==> src/rtl/xbus_pkg.sv <==
package xbus_pkg;

    localparam int CFG_W = 28;

    // window word: mask, base, then five flag bits (LSB = enable)
    typedef struct packed {
        logic [7:0] mask;
        logic [7:0] base;
        logic       tmo_en;
        logic       rdy_async;
        logic       rdy_en;
        logic       wide;
        logic       en;
    } win_t;

    // timing word
    typedef struct packed {
        logic [2:0] st_off;
        logic [2:0] st_on;
        logic [2:0] cs_off;
        logic [2:0] cs_on;
        logic [2:0] sb_wait;
        logic [4:0] fb_wait;
        logic [7:0] nb_wait;
    } tim_t;

    localparam int WIN_W = $bits(win_t);

endpackage

==> src/rtl/xbus_cfg.sv <==
module xbus_cfg
    import xbus_pkg::*;
#(
    parameter int NBANK = 4
) (
    input  logic                     clk,
    input  logic                     rst_n,
    input  logic                     cfg_we,
    input  logic [$clog2(NBANK)-1:0] cfg_bank,
    input  logic                     cfg_sel,
    input  logic [CFG_W-1:0]         cfg_wdata,
    output win_t                     win [NBANK],
    output tim_t                     tim [NBANK]
);

    for (genvar g = 0; g < NBANK; g++) begin : g_bank
        win_t win_d, win_q;
        tim_t tim_d, tim_q;

        always_comb begin
            win_d = win_q;
            tim_d = tim_q;
            if (cfg_we && cfg_bank == g) begin
                if (cfg_sel) tim_d = tim_t'(cfg_wdata);
                else         win_d = win_t'(cfg_wdata[WIN_W-1:0]);
            end
        end

        always_ff @(posedge clk or negedge rst_n) begin
            if (!rst_n) begin
                win_q <= '0;
                tim_q <= '0;
            end else begin
                win_q <= win_d;
                tim_q <= tim_d;
            end
        end

        assign win[g] = win_q;
        assign tim[g] = tim_q;
    end

endmodule

==> src/rtl/xbus_decode.sv <==
module xbus_decode
    import xbus_pkg::*;
#(
    parameter int NBANK = 4
) (
    input  logic [7:0]               page,
    input  win_t                     win [NBANK],
    output logic                     hit,
    output logic [$clog2(NBANK)-1:0] idx
);

    always_comb begin
        hit = 1'b0;
        idx = '0;
        // scan downwards so the lowest matching index is left last
        for (int i = NBANK - 1; i >= 0; i--) begin
            if (win[i].en && (((page ^ win[i].base) & win[i].mask) == 8'h00)) begin
                hit = 1'b1;
                idx = i[$clog2(NBANK)-1:0];
            end
        end
    end

endmodule

==> src/rtl/xbus_rdy.sv <==
module xbus_rdy #(
    parameter int STAGES = 2
) (
    input  logic clk,
    input  logic rst_n,
    input  logic rdy_raw,
    input  logic async_sel,
    output logic rdy
);

    logic [STAGES-1:0] sync_d, sync_q;

    always_comb begin
        sync_d = {sync_q[STAGES-2:0], rdy_raw};
    end

    always_ff @(posedge clk or negedge rst_n) begin
        if (!rst_n) sync_q <= '0;
        else        sync_q <= sync_d;
    end

    assign rdy = async_sel ? sync_q[STAGES-1] : rdy_raw;

endmodule

==> src/rtl/xbus_ctrl.sv <==
module xbus_ctrl
    import xbus_pkg::*;
#(
    parameter int NBANK = 4,
    parameter int AW    = 24,
    parameter int LEN_W = 4,
    parameter int TMO   = 2048
) (
    input  logic                     clk,
    input  logic                     rst_n,
    input  logic                     cfg_we,
    input  logic [$clog2(NBANK)-1:0] cfg_bank,
    input  logic                     cfg_sel,
    input  logic [CFG_W-1:0]         cfg_wdata,
    input  logic                     req_valid,
    output logic                     req_ready,
    input  logic [AW-1:0]            req_addr,
    input  logic                     req_wr,
    input  logic                     req_half,
    input  logic [LEN_W-1:0]         req_len,
    input  logic [15:0]              req_wdata,
    output logic                     wr_take,
    output logic                     rd_valid,
    output logic [15:0]              rd_data,
    output logic                     done,
    output logic                     err,
    output logic [AW-1:0]            bus_addr,
    output logic [NBANK-1:0]         bus_cs_n,
    output logic                     bus_oe_n,
    output logic                     bus_we_n,
    output logic [15:0]              bus_dout,
    output logic                     bus_dout_en,
    input  logic [15:0]              bus_din,
    input  logic                     bus_ready
);

    localparam int BW = $clog2(NBANK);
    localparam int CW = 10;
    localparam int TW = $clog2(TMO) + 1;

    typedef enum logic {S_IDLE, S_BEAT} st_e;

    typedef struct packed {
        st_e            st;
        logic [BW-1:0]  bank;
        logic [AW-1:0]  addr;
        logic           wr;
        logic           half;
        logic           burst;
        logic           first;
        logic [LEN_W-1:0] items;
        logic           sub;
        logic [CW-1:0]  cnt;
        logic [TW-1:0]  tmo;
        logic [7:0]     lo;
        logic           rvld;
        logic [15:0]    rdata;
        logic           done;
        logic           err;
    } ctl_t;

    ctl_t r_q, r_d;

    win_t win [NBANK];
    tim_t tim [NBANK];
    logic          dec_hit;
    logic [BW-1:0] dec_idx;
    logic          rdy_s;

    xbus_cfg #(.NBANK(NBANK)) i_cfg (
        .clk       (clk),
        .rst_n     (rst_n),
        .cfg_we    (cfg_we),
        .cfg_bank  (cfg_bank),
        .cfg_sel   (cfg_sel),
        .cfg_wdata (cfg_wdata),
        .win       (win),
        .tim       (tim)
    );

    xbus_decode #(.NBANK(NBANK)) i_dec (
        .page (req_addr[AW-1 -: 8]),
        .win  (win),
        .hit  (dec_hit),
        .idx  (dec_idx)
    );

    win_t w_cur;
    tim_t t_cur;
    assign w_cur = win[r_q.bank];
    assign t_cur = tim[r_q.bank];

    xbus_rdy #(.STAGES(2)) i_rdy (
        .clk       (clk),
        .rst_n     (rst_n),
        .rdy_raw   (bus_ready),
        .async_sel (w_cur.rdy_async),
        .rdy       (rdy_s)
    );

    // beat timeline
    logic [CW-1:0] wait_sel, s_on, e_pt, e_nx, cs_hi, st_abs, st_hi;
    logic          act, cs_act, st_act, at_end, rdy_ok, tmo_hit, two_beat, last_sub;
    logic [AW-1:0] step;

    always_comb begin
        if (!r_q.burst)    wait_sel = CW'(t_cur.nb_wait);
        else if (r_q.first) wait_sel = CW'(t_cur.fb_wait);
        else               wait_sel = CW'(t_cur.sb_wait);
        s_on   = CW'(t_cur.cs_on) + CW'(t_cur.st_on);
        e_pt   = s_on + wait_sel;
        e_nx   = e_pt + CW'(1);
        cs_hi  = (t_cur.cs_off <= t_cur.cs_on || CW'(t_cur.cs_off) > e_nx) ? e_nx : CW'(t_cur.cs_off);
        st_abs = CW'(t_cur.cs_on) + CW'(t_cur.st_off);
        st_hi  = (t_cur.st_off <= t_cur.st_on || st_abs > e_nx) ? e_nx : st_abs;
        act      = (r_q.st == S_BEAT);
        cs_act   = act && r_q.cnt >= CW'(t_cur.cs_on) && r_q.cnt < cs_hi;
        st_act   = act && r_q.cnt >= s_on && r_q.cnt < st_hi;
        at_end   = act && r_q.cnt == e_pt;
        rdy_ok   = !w_cur.rdy_en || rdy_s;
        tmo_hit  = w_cur.rdy_en && w_cur.tmo_en && !rdy_s && r_q.tmo == TW'(TMO - 1);
        two_beat = r_q.half && !w_cur.wide;
        last_sub = !two_beat || r_q.sub;
        step     = (w_cur.wide && r_q.half) ? AW'(2) : AW'(1);
    end

    always_comb begin
        r_d       = r_q;
        r_d.rvld  = 1'b0;
        r_d.done  = 1'b0;
        r_d.err   = 1'b0;
        case (r_q.st)
            S_IDLE: begin
                if (req_valid) begin
                    if (dec_hit) begin
                        r_d.st    = S_BEAT;
                        r_d.bank  = dec_idx;
                        r_d.addr  = req_addr;
                        r_d.wr    = req_wr;
                        r_d.half  = req_half;
                        r_d.burst = (req_len != '0);
                        r_d.first = 1'b1;
                        r_d.items = req_len;
                        r_d.sub   = 1'b0;
                        r_d.cnt   = '0;
                        r_d.tmo   = '0;
                    end else begin
                        r_d.done = 1'b1;
                        r_d.err  = 1'b1;
                    end
                end
            end
            default: begin
                if (!at_end) begin
                    r_d.cnt = r_q.cnt + CW'(1);
                end else if (tmo_hit) begin
                    r_d.st   = S_IDLE;
                    r_d.done = 1'b1;
                    r_d.err  = 1'b1;
                end else if (rdy_ok) begin
                    if (!r_q.wr && two_beat && !r_q.sub) r_d.lo = bus_din[7:0];
                    if (!r_q.wr && last_sub) begin
                        r_d.rvld = 1'b1;
                        if (two_beat)    r_d.rdata = {bus_din[7:0], r_q.lo};
                        else if (r_q.half) r_d.rdata = bus_din;
                        else             r_d.rdata = {8'h00, bus_din[7:0]};
                    end
                    r_d.addr  = r_q.addr + step;
                    r_d.cnt   = '0;
                    r_d.tmo   = '0;
                    r_d.first = 1'b0;
                    if (!last_sub) begin
                        r_d.sub = 1'b1;
                    end else if (r_q.items == '0) begin
                        r_d.st   = S_IDLE;
                        r_d.done = 1'b1;
                    end else begin
                        r_d.items = r_q.items - LEN_W'(1);
                        r_d.sub   = 1'b0;
                    end
                end else if (w_cur.rdy_en && w_cur.tmo_en) begin
                    r_d.tmo = r_q.tmo + TW'(1);
                end
            end
        endcase
    end

    always_ff @(posedge clk or negedge rst_n) begin
        if (!rst_n) r_q <= '0;
        else        r_q <= r_d;
    end

    for (genvar g = 0; g < NBANK; g++) begin : g_cs
        assign bus_cs_n[g] = !(cs_act && r_q.bank == g);
    end

    assign req_ready   = (r_q.st == S_IDLE);
    assign bus_addr    = r_q.addr;
    assign bus_oe_n    = !(st_act && !r_q.wr);
    assign bus_we_n    = !(st_act && r_q.wr);
    assign bus_dout_en = act && r_q.wr;
    assign bus_dout    = two_beat ? {8'h00, (r_q.sub ? req_wdata[15:8] : req_wdata[7:0])}
                       : (r_q.half ? req_wdata : {8'h00, req_wdata[7:0]});
    assign wr_take     = at_end && !tmo_hit && rdy_ok && last_sub && r_q.wr;
    assign rd_valid    = r_q.rvld;
    assign rd_data     = r_q.rdata;
    assign done        = r_q.done;
    assign err         = r_q.err;

endmodule

==> config.mk <==
export PLATFORM = sky130hd
export DESIGN_NAME = xbus_ctrl
export DESIGN_NICKNAME = d
export VERILOG_FILES = /design/src/rtl/xbus_pkg.sv /design/src/rtl/xbus_cfg.sv /design/src/rtl/xbus_decode.sv /design/src/rtl/xbus_rdy.sv /design/src/rtl/xbus_ctrl.sv
export SDC_FILE = /design/constraint.sdc
export NUM_CORES = 1
export LEC_CHECK = 0
export CAP_MARGIN = 30
export CORE_ASPECT_RATIO = 1.75
export CORE_MARGIN = 4
export CORE_UTILIZATION = 35
export CTS_CLUSTER_DIAMETER = 200
export DETAILED_ROUTE_END_ITERATION = 8
export DONT_BUFFER_PORTS = 1
export PLACE_DENSITY = 0.5
export SETUP_SLACK_MARGIN = 0.5
export SLEW_MARGIN = 20
export SYNTH_ARGS = -nofsm -noshare
export SYNTH_HDL_FRONTEND = slang
export SYNTH_SLANG_ARGS = --single-unit
export TNS_END_PERCENT = 1
==> constraint.sdc <==
create_clock -name clk -period 8.8 [get_ports clk]
set_clock_uncertainty 0.15 [all_clocks]
set_input_delay 0 -clock clk [delete_from_list [all_inputs] [get_ports clk]]
set_output_delay 0 -clock clk [all_outputs]
set_load 0.05 [all_outputs]
==> impl_metrics.yaml, run 1 <==
cts:
  cts_root_buf: "clkbuf_16"
  clock_sinks: 283
  clock_latency_ns: 0.59
  clock_path_buffers: 3
  cts_tree: "done"
  clk_pin_slew_ns: 0.08
  numCtsBuffers: 28
  cts_max_level: 1
critical_path:
  worst_ep_arrival_time_ns: 7.56
  critPathLaunchType: "flop"
  cp-end-kind: "output port"
  critical_path.max_fanout: 9
  worstRegToRegCells: 15
  reg2reg_to: "r_q[19]$_DFFE_PN0P_"
  setup.worst_path.class: "flop to output port"
  reg2reg_slack_ns: 1.82
  reg2reg_from: "r_q[82]$_DFFE_PN0P_"
  worstPathRequired_ns: 8.65
synth:
  synthTopCellsByArea: "dfrtp_1, mux2_2, ha_1"
  yosys_most_used_dff: "dfrtp_1"
  synth_top_area_share_pct: 43.57
  avgSynthCellArea_um2: 11.16
  syn_area_um2: 16250
  yosysTopAreaCell: "dfrtp_1"
  ys_async_sr_fraction_pct: 100.0
  syn_inst: 1457
  synth-seq-cells: 283
  synth_warnings: 0
  yosysSeqAreaShare_pct: 43.57
  synth_cell_types: 84
  synth_edf_count: 0
detailed_routing:
  wire_per_inst_um: 21.38
  vias: 11642
  vias_per_cell: 5.445
  first_pass_iters: 6
  drc: 0
  drtIter0Drc: 526
  totalWireLength_um: 45710
  ant_nets: 0
sta:
  timing_hold_violations_final: 0
  grt_setup_unrepaired: "false"
  finalCritPeriodShare_pct: 87.56
  fmax_mhz: 129.8
  period_minus_slack_ns: 7.705
  slew_violations: 0
  setup_slack_ns: 1.095
  setup_viol: 0
  tightest_slew_ns: 0.9990
  fin_tns_setup_ns: 0
  slew_headroom_pct: 33.40
worst_hold_path:
  worstHoldStart: "req_addr[16]"
  worstHoldPathCells: 6
  holdPathEnd: "r_q[82]$_DFFE_PN0P_"
  hold_class: "input pin to flop"
final_layout:
  drive_gt1_share_pct: 23.47
  final_cells: 2138
  final_cell_area_um2: 18960
  nets: 1685
  area_growth_pct: 16.67
floorplanning:
  row_count: 104
  core_um2: 45930
  die_width_um: 170.9
  dieArea_um2: 50080
  io-pin-count: 166
  die_h_um: 293.1
  start_util_pct: 35.38
global_route:
  grt_max_degree: 284
  grt-ovfl-total: 0
  grtUsageTotal_pct: 17.92
  antenna_found_initial: 5
  grt_pass1_wl_um: 71190
  first_global_vias: 12454
placement:
  dp_slack_ns: 1.173
  dp_cells: 1945
  port-buffer-count: 0
  hpwl_um: 31480
  gp_congestion: 0.8615
  dpl_cell_area_um2: 16570
job:
  drv_cap: 0
run_status:
  outcome: "finished, final reports clean"
==> placed cells by master, fill, tap and decap left out, drive strengths merged, types with 10 or more instances in the layout <==
master,instances
a21o,21
a21oi,39
a22o,11
a22oi,15
and3,24
buf,34
clkbuf,40
dfrtp,283
dlygate4sd3,129
ha,53
inv,42
mux2,229
mux2i,23
mux4,28
nand2,128
nand2b,14
nand3,39
nand4,21
nor2,48
nor2b,12
nor3,18
nor4,17
o21ai,67
o31ai,10
xnor2,14
xor2,45
==> layout make-up <==
class | count | area, um2
fillers | 4327 | 26970
multi-input cells | 1012 | 8406
flip-flops and latches | 283 | 7089
repair buffers | 163 | 1637
clock buffers | 40 | 815.8
well taps | 583 | 729.5
inverters | 42 | 157.7
clock inverters | 11 | 118.9
diodes | 4 | 10.01
==> cell families after synthesis <==
logic type / Yosys count / synth area share [%]
flip-flops: 283 / 43.57
AO/OA/AOI/OAI: 242 / 10.48
AND/OR/NAND/NOR: 371 / 11.66
adder cells (fa/ha/maj): 58 / 4.642
multiplexers: 280 / 21.42
buffers and inverters: 163 / 5.035
other: 1 / 0.02307
XOR/XNOR: 59 / 3.179
==> flip-flops by register name (all words and copies together), names as in the netlist <==
name / count
act: 1
bus_addr: 24
done: 1
err: 1
i_cfg.tim: 112
i_cfg.win: 84
i_rdy.sync_q: 2
r_q: 41
rd_data: 16
rd_valid: 1
==> routing by layer <==
metal / global-route usage [%] / up-vias / share of wire, %
met4: 6.807 / 4 / 3.9
met1: 19.91 / 5823 / 38
li1: - / 5449 / -
met3: 2.867 / 87 / 4.6
met5: 0 / - / 0.059
met2: 33.80 / 279 / 54
==> worst max-delay path, cell delays in order (launching register included) <==
cell       delay, ns
dfrtp_4         0.49
buf_4           0.20
mux4_2          0.59
ha_1            0.30
a21o_1          0.16
a21o_1          0.23
ha_1            0.49
clkinv_1        0.35
a41oi_1         0.44
o221ai_1        0.40
nor2b_1         0.28
o2111ai_1       0.21
or3_1           0.46
o21ai_2         0.31
nand2_1         0.10
ha_1            0.30
a21oi_1         0.15
nor2b_1         0.05
o21ai_0         0.15
o41ai_1         0.09
nor4_1          0.32
and3_1          0.27
nor3b_1         0.24
a31oi_1         0.12
buf_4           0.22
==> metrics by stage <==
| stage | utilization [%] | hold slack (ns) |
|---|---|---|
| final | 41.28 | 0.009422 |
| after global routing | 41.27 | 0.01803 |
| after CTS | 40.96 | 0.001178 |
| after detailed placement | 36.08 | -0.4389 |
| after global placement | 36.03 | -0.4388 |
| after floorplan | - | -0.4456 |
==> worst max-delay path by stage <==
stage / startpoint / end / slack [ns] / cells past startpoint
finish: r_q[82]$_DFFE_PN0P_ / bus_cs_n[1] / 1.09 / 24
global route: r_q[82]$_DFFE_PN0P_ / bus_cs_n[1] / 0.55 / 23
CTS: r_q[82]$_DFFE_PN0P_ / bus_oe_n / 0.53 / 27
detailed placement: r_q[82]$_DFFE_PN0P_ / bus_oe_n / 1.17 / 27
global placement: r_q[82]$_DFFE_PN0P_ / bus_oe_n / 1.36 / 27
floorplan: r_q[82]$_DFFE_PN0P_ / bus_oe_n / 0.91 / 26
==> synth_stat cells (8+ instances only) <==
| library cell | instances |
|---|---|
| dfrtp_1 | 283 |
| mux2_2 | 218 |
| nand2_1 | 128 |
| clkbuf_1 | 55 |
| ha_1 | 53 |
| o21ai_0 | 46 |
| nor2_1 | 45 |
| xor2_1 | 45 |
| buf_4 | 41 |
| inv_1 | 41 |
| nand3_1 | 39 |
| a21oi_1 | 38 |
| mux4_2 | 28 |
| and3_1 | 24 |
| mux2i_1 | 23 |
| a21o_1 | 21 |
| nand4_1 | 21 |
| o21ai_1 | 20 |
| nor3_1 | 17 |
| nor4_1 | 16 |
| a22oi_1 | 14 |
| nand2b_1 | 14 |
| xnor2_1 | 14 |
| buf_2 | 12 |
| nor2b_1 | 12 |
| a22o_1 | 11 |
| mux2_4 | 11 |
| or4_1 | 9 |
| a221o_1 | 8 |
| and2_1 | 8 |
| buf_1 | 8 |
| o31ai_1 | 8 |
| or3_1 | 8 |
==> timing repair <==
action                                  4_1_cts  5_1_grt
hold buffers                                129        1
endpoints found under the setup margin        0        6
endpoints found under the hold margin       549        9
gates resized for setup                       0        5
setup buffers                                 0        5
Power of run 1 is not shown: default switching activity piles up to over one toggle a cycle in this logic, so the estimate is an artifact.
==> inputs of run 2 (changes only) <==
--- a/config.mk
+++ b/config.mk
@@ -13,6 +13,7 @@
 export DETAILED_ROUTE_END_ITERATION = 8
 export DONT_BUFFER_PORTS = 1
 export PLACE_DENSITY = 0.5
+export REMOVE_ABC_BUFFERS = 1
 export SETUP_SLACK_MARGIN = 0.5
 export SLEW_MARGIN = 20
 export SYNTH_ARGS = -nofsm -noshare
==> constraint.sdc (replaced) <==
create_clock -name clk -period 8.8 [get_ports clk]
set_clock_uncertainty 0.15 [all_clocks]
set_input_delay 0 -clock clk [delete_from_list [all_inputs] [get_ports clk]]
set_output_delay 0 -clock clk [all_outputs]
set_load 0.02 [all_outputs]
==> impl_metrics.yaml, run 2 (synthesis results as in run 1) <==
final_layout:
  mostFrequentLayoutCells: "dfrtp_1, mux2_2, nand2_1"
  final-seq-area_um2: 7089
  final_common_cell: "dfrtp_1"
  area_growth_pct: 16.30
  multi_input_comb_area_um2: 8384
  drive_gt1_share_pct: 22.99
  largest_reg_flops: 112
  fill_cells: 4416
  nets: 1673
critical_path:
  slowest_delay_ns: 0.63
  crit_cells: 22
  cp-end-kind: "output port"
  worst_ep_arrival_time_ns: 7.57
  slowest_stage: "fa_1"
  worst-path-buf-inv: 0
  worstPathRequired_ns: 8.65
  worstRegToRegCells: 14
  crit_chain: "mux4_2 > ha_1 > fa_1 > fa_1 > o211ai_1 > a41oi_1 > o31a_1 > nor2_2 > and2_1 > o2111ai_1 > or3_1 > o21ai_2 > nand2_1 > ha_1 > a21oi_1 > nor2b_1 > o21ai_0 > o41ai_1 > nor4_1 > and3_1 > nor3b_1 > a31oi_1"
  critical_path.max_fanout: 15
  crit_family: "compound AO/OA/AOI/OAI gates"
  critPathLaunchType: "flop"
  setup.worst_path.class: "flop to output port"
cts:
  clock_sinks: 283
  cts_tree: "done"
  clock_latency_ns: 0.58
  cts_root_buf: "clkbuf_16"
  numCtsBuffers: 28
  clk_pin_slew_ns: 0.07
  cts_max_level: 1
  clock_path_buffers: 3
detailed_routing:
  vias_per_cell: 5.512
  wl_met1_um: 17610
  ant_nets: 0
  totalWireLength_um: 45740
  top_layer: "met5"
  first_pass_iters: 5
  wl_met2_um: 24680
  drc: 0
  route.met3.wl_um: 1904
  wire_per_inst_um: 21.52
  drtIter0Drc: 629
  vias: 11719
sta:
  grt_setup_unrepaired: "false"
  period_minus_slack_ns: 7.721
  slew_violations: 0
  slew_headroom_pct: 32.64
  fmax_mhz: 129.5
  tightest_slew_ns: 1.001
  setup_viol: 0
  fin_tns_setup_ns: 0
  timing_hold_violations_final: 0
  finalCritPeriodShare_pct: 87.74
  setup_slack_ns: 1.079
pwr:
  cellLeakagePower_uw: 0.008063
  p_per_area_nw_per_um2: 456.0
  pwr-share-clk_pct: 14.7
  combPwrFrac_pct: 61.5
  intPower_uw: 4556
  pwr-share-seq_pct: 23.8
  switching_power_uw: 4064
  switching_share_pct: 47.15
  peakVddDrop_v: 0.0004458
global_route:
  grt_pass1_wl_um: 71840
  first_global_vias: 12397
  grt_max_degree: 284
  grtUsageTotal_pct: 18.10
  grt-ovfl-total: 0
  antenna_found_initial: 4
floorplanning:
  row_count: 104
  die_width_um: 170.9
  core_um2: 45930
  start_util_pct: 35.38
  dieArea_um2: 50080
  die_h_um: 293.1
  io-pin-count: 166
job:
  drv_cap: 0
placement:
  hpwl_um: 31880
  dp_slack_ns: 1.553
  gp_congestion: 0.8524
  port-buffer-count: 0
worst_hold_path:
  worstHoldPathCells: 6
  hold_class: "input pin to flop"
run_status:
  outcome: "finished, final reports clean"
run 2: final timing paths:
check | from | end | slack, ns
setup / recovery | r_q[82]$_DFFE_PN0P_ | bus_cs_n[1] | 1.08
hold / removal | req_addr[20] | r_q[83]$_DFFE_PN0P_ | 0.02
setup reg to reg | r_q[82]$_DFFE_PN0P_ | bus_addr[12]$_DFFE_PN0P_ | 2.06
hold reg to reg | i_rdy.sync_q[0]$_DFF_PN0_ | i_rdy.sync_q[1]$_DFF_PN0_ | 0.20
max in group asynchronous | rst_n | r_q[83]$_DFFE_PN0P_ | 6.69
min in group asynchronous | rst_n | i_cfg.tim[55]$_DFFE_PN0P_ | 0.23
run 2: power groups by stage:
| stage | Sequential [uW] | Clock [uW] | Combinational, uW |
|---|---|---|---|
| after floorplan | 1990 | 0 | 3780 |
| after global placement | 2060 | 0 | 5010 |
| after detailed placement | 2080 | 0 | 5100 |
| after CTS | 2050 | 1320 | 5290 |
| after global routing | 2100 | 1360 | 5930 |
| final | 2050 | 1270 | 5300 |
run 2: cell type report:
cell class / count / area share [%]
timing repair buffer: 151 / 8.208
tap: 583 / 3.859
inverter: 42 / 0.8340
sequential: 283 / 37.50
clock inverter: 12 / 0.7810
clock buffer: 40 / 4.422
multi-input combinational: 1012 / 44.35
antenna: 3 / 0.03971
run 2: repair_timing:
item,in CTS,in global routing
setup buffers,0,0
hold buffers,127,1
hold endpoints to repair,552,2
endpoints found under the setup margin,0,3
resized for setup,0,3
run 2: through the flow:
step	util, %	hold WS [ns]	total power, uW	cell area [um2]	cells
finish	41.15	0.01898	8620	18900	2126
floorplan	-	-0.4456	5768	15600	1337
global placement	35.93	-0.4342	7076	16500	1938
global route	41.15	0.03000	9392	18900	2125
CTS	40.90	0.003381	8658	18790	2118
detailed placement	35.95	-0.4343	7173	16510	1939
run 2: worst min-delay path, delay by kind of cell:
| kind | cells | cell delay, ns |
|---|---|---|
| compound gates | 3 | 0.37 |
| xor+xnor | 1 | 0.11 |
| simple gates | 2 | 0.24 |
run 2: routing by layer:
metal / GRT usage, % / up-vias
met5: 0 / -
met4: 6.304 / 2
met3: 2.342 / 77
met2: 34.00 / 282
met1: 20.85 / 5935
li1: - / 5423
Power figures use the tool's default switching activity.
==> inputs of run 3 (changes only) <==
--- a/config.mk
+++ b/config.mk
@@ -9,7 +9,7 @@
 export CORE_ASPECT_RATIO = 1.75
 export CORE_MARGIN = 4
 export CORE_UTILIZATION = 35
-export CTS_CLUSTER_DIAMETER = 200
+export CTS_CLUSTER_DIAMETER = 150
 export DETAILED_ROUTE_END_ITERATION = 8
 export DONT_BUFFER_PORTS = 1
 export PLACE_DENSITY = 0.5
==> constraint.sdc (replaced) <==
create_clock -name clk -period 8.8 [get_ports clk]
set_clock_uncertainty 0.15 [all_clocks]
set_input_delay 1.32 -clock clk [delete_from_list [all_inputs] [get_ports clk]]
set_output_delay 1.32 -clock clk [all_outputs]
set_load 0.02 [all_outputs]
==> impl_metrics.yaml, run 3 (synthesis results as in run 1) <==
run_status:
  outcome: "finished, final reports clean"
sta:
  setup_viol: 0
  hold_slack_ns: 0.1998
  finalCritPeriodShare_pct: 91.87
  timing_hold_violations_final: 0
  slew_violations: 0
  period_minus_slack_ns: 8.085
  setup_slack_ns: 0.7154
  fmax_mhz: 123.7
  grt_setup_unrepaired: "false"
  slew_headroom_pct: 32.90
  tightest_slew_ns: 1.006
final_layout:
  nets: 1583
  largest_reg_flops: 112
  area_growth_pct: 12.34
  insertedDiodeCount: 0
  final_common_cell: "dfrtp_1"
  postLayoutCoreUtil_pct: 39.75
  final_cells: 2033
  drive_gt1_share_pct: 30.41
  mostFrequentLayoutCells: "dfrtp_1, mux2_2, nand2_1"
cts:
  clock_sinks: 283
  numCtsBuffers: 28
  ctsHoldBuffers: 0
  clock_path_buffers: 3
  cts_root_buf: "clkbuf_16"
  cts_max_level: 1
  clk_pin_slew_ns: 0.07
  cts_tree: "done"
  clock_latency_ns: 0.58
detailed_routing:
  wire_per_inst_um: 22.33
  ant_nets: 0
  totalWireLength_um: 45400
  vias_per_cell: 5.532
  drc: 0
  vias: 11247
  first_pass_iters: 5
  drtIter0Drc: 612
worst_hold_path:
  hold_class: "flop to flop"
  holdPathEnd: "i_rdy.sync_q[1]$_DFF_PN0_"
  worstHoldPathCells: 0
  worstHoldStart: "i_rdy.sync_q[0]$_DFF_PN0_"
global_route:
  grt_max_degree: 284
  grt-ovfl-total: 0
  grt_pass1_wl_um: 69460
  grtUsageTotal_pct: 17.57
  first_global_vias: 11827
  antenna_found_initial: 0
critical_path:
  cp-end-kind: "output port"
  reg2reg_from: "r_q[82]$_DFFE_PN0P_"
  slowest_delay_ns: 0.59
  reg2reg_slack_ns: 3.39
  slowest_stage: "mux4_2"
  worstRegToRegCells: 16
  reg2reg_to: "r_q[25]$_DFFE_PN0P_"
  worstPathRequired_ns: 7.33
  critical_path.max_fanout: 7
  worst-path-buf-inv: 2
  setup.worst_path.class: "flop to output port"
  crit_family: "compound AO/OA/AOI/OAI gates"
  crit_chain: "mux4_2 > ha_4 > fa_2 > fa_2 > o211ai_1 > a41oi_2 > o31a_1 > nor2_4 > and2_4 > o2111ai_4 > or3_4 > o21ai_4 > buf_4 > nand2_1 > ha_4 > nand4_1 > nor2_1 > nor4_2 > buf_4 > o31ai_4 > nor3_1 > a41oi_1"
  critPathLaunchType: "flop"
  worst_ep_arrival_time_ns: 6.61
placement:
  gp_congestion: 0.8226
  dp_slack_ns: 0.3946
  hpwl_um: 32090
  port-buffer-count: 0
  dp_cells: 1948
floorplanning:
  row_count: 104
  die_width_um: 170.9
  io-pin-count: 166
  die_h_um: 293.1
  start_util_pct: 35.38
  dieArea_um2: 50080
  core_um2: 45930
job:
  drv_cap: 0
run 3: cell type report:
type | count | area, um2
inverter | 42 | 160.2
fill | 4441 | 27680
clock buffer | 34 | 763.2
timing repair buffer | 61 | 516.7
multi-input combinational | 1012 | 8768
clock inverter | 18 | 234.0
tap | 583 | 729.5
sequential | 283 | 7087
run 3: timing repair:
| action | 4_1_cts | 5_1_grt |
|---|---|---|
| endpoints found under the setup margin | 6 | 6 |
| pin swaps | 8 | 27 |
| cloned | 0 | 1 |
| buffers inserted | 12 | 19 |
| resized for setup | 22 | 63 |
run 3: worst max-delay path by stage:
stage	startpoint	end	slack, ns	cells after the start
2_1_floorplan	r_q[82]$_DFFE_PN0P_	bus_oe_n	-0.01	21
3_3_place_gp	r_q[82]$_DFFE_PN0P_	bus_cs_n[1]	0.55	22
3_5_place_dp	r_q[82]$_DFFE_PN0P_	bus_cs_n[1]	0.39	22
4_1_cts	r_q[82]$_DFFE_PN0P_	bus_cs_n[2]	0.49	25
5_1_grt	r_q[82]$_DFFE_PN0P_	bus_cs_n[2]	0.42	23
6_report	r_q[82]$_DFFE_PN0P_	bus_cs_n[0]	0.72	22
run 3: layer usage:
layer,global-route usage (%),routed length (um),part of all wire [%],up-vias
met5,0,0,0,-
met4,5.260,1301,2.9,0
met3,3.177,2257,5.0,65
met2,33.19,24450,54,238
met1,19.88,17380,38,5704
li1,-,-,-,5240
run 3: per-stage QoR:
step                      instance area [um2]  TNS [ns]
after detailed placement                16580         0
after CTS                               17760         0
after global placement                  16570         0
final                                   18260         0
after global routing                    18260         0
after floorplan                         15600  -0.02625
Power of run 3 is left out for the same reason.
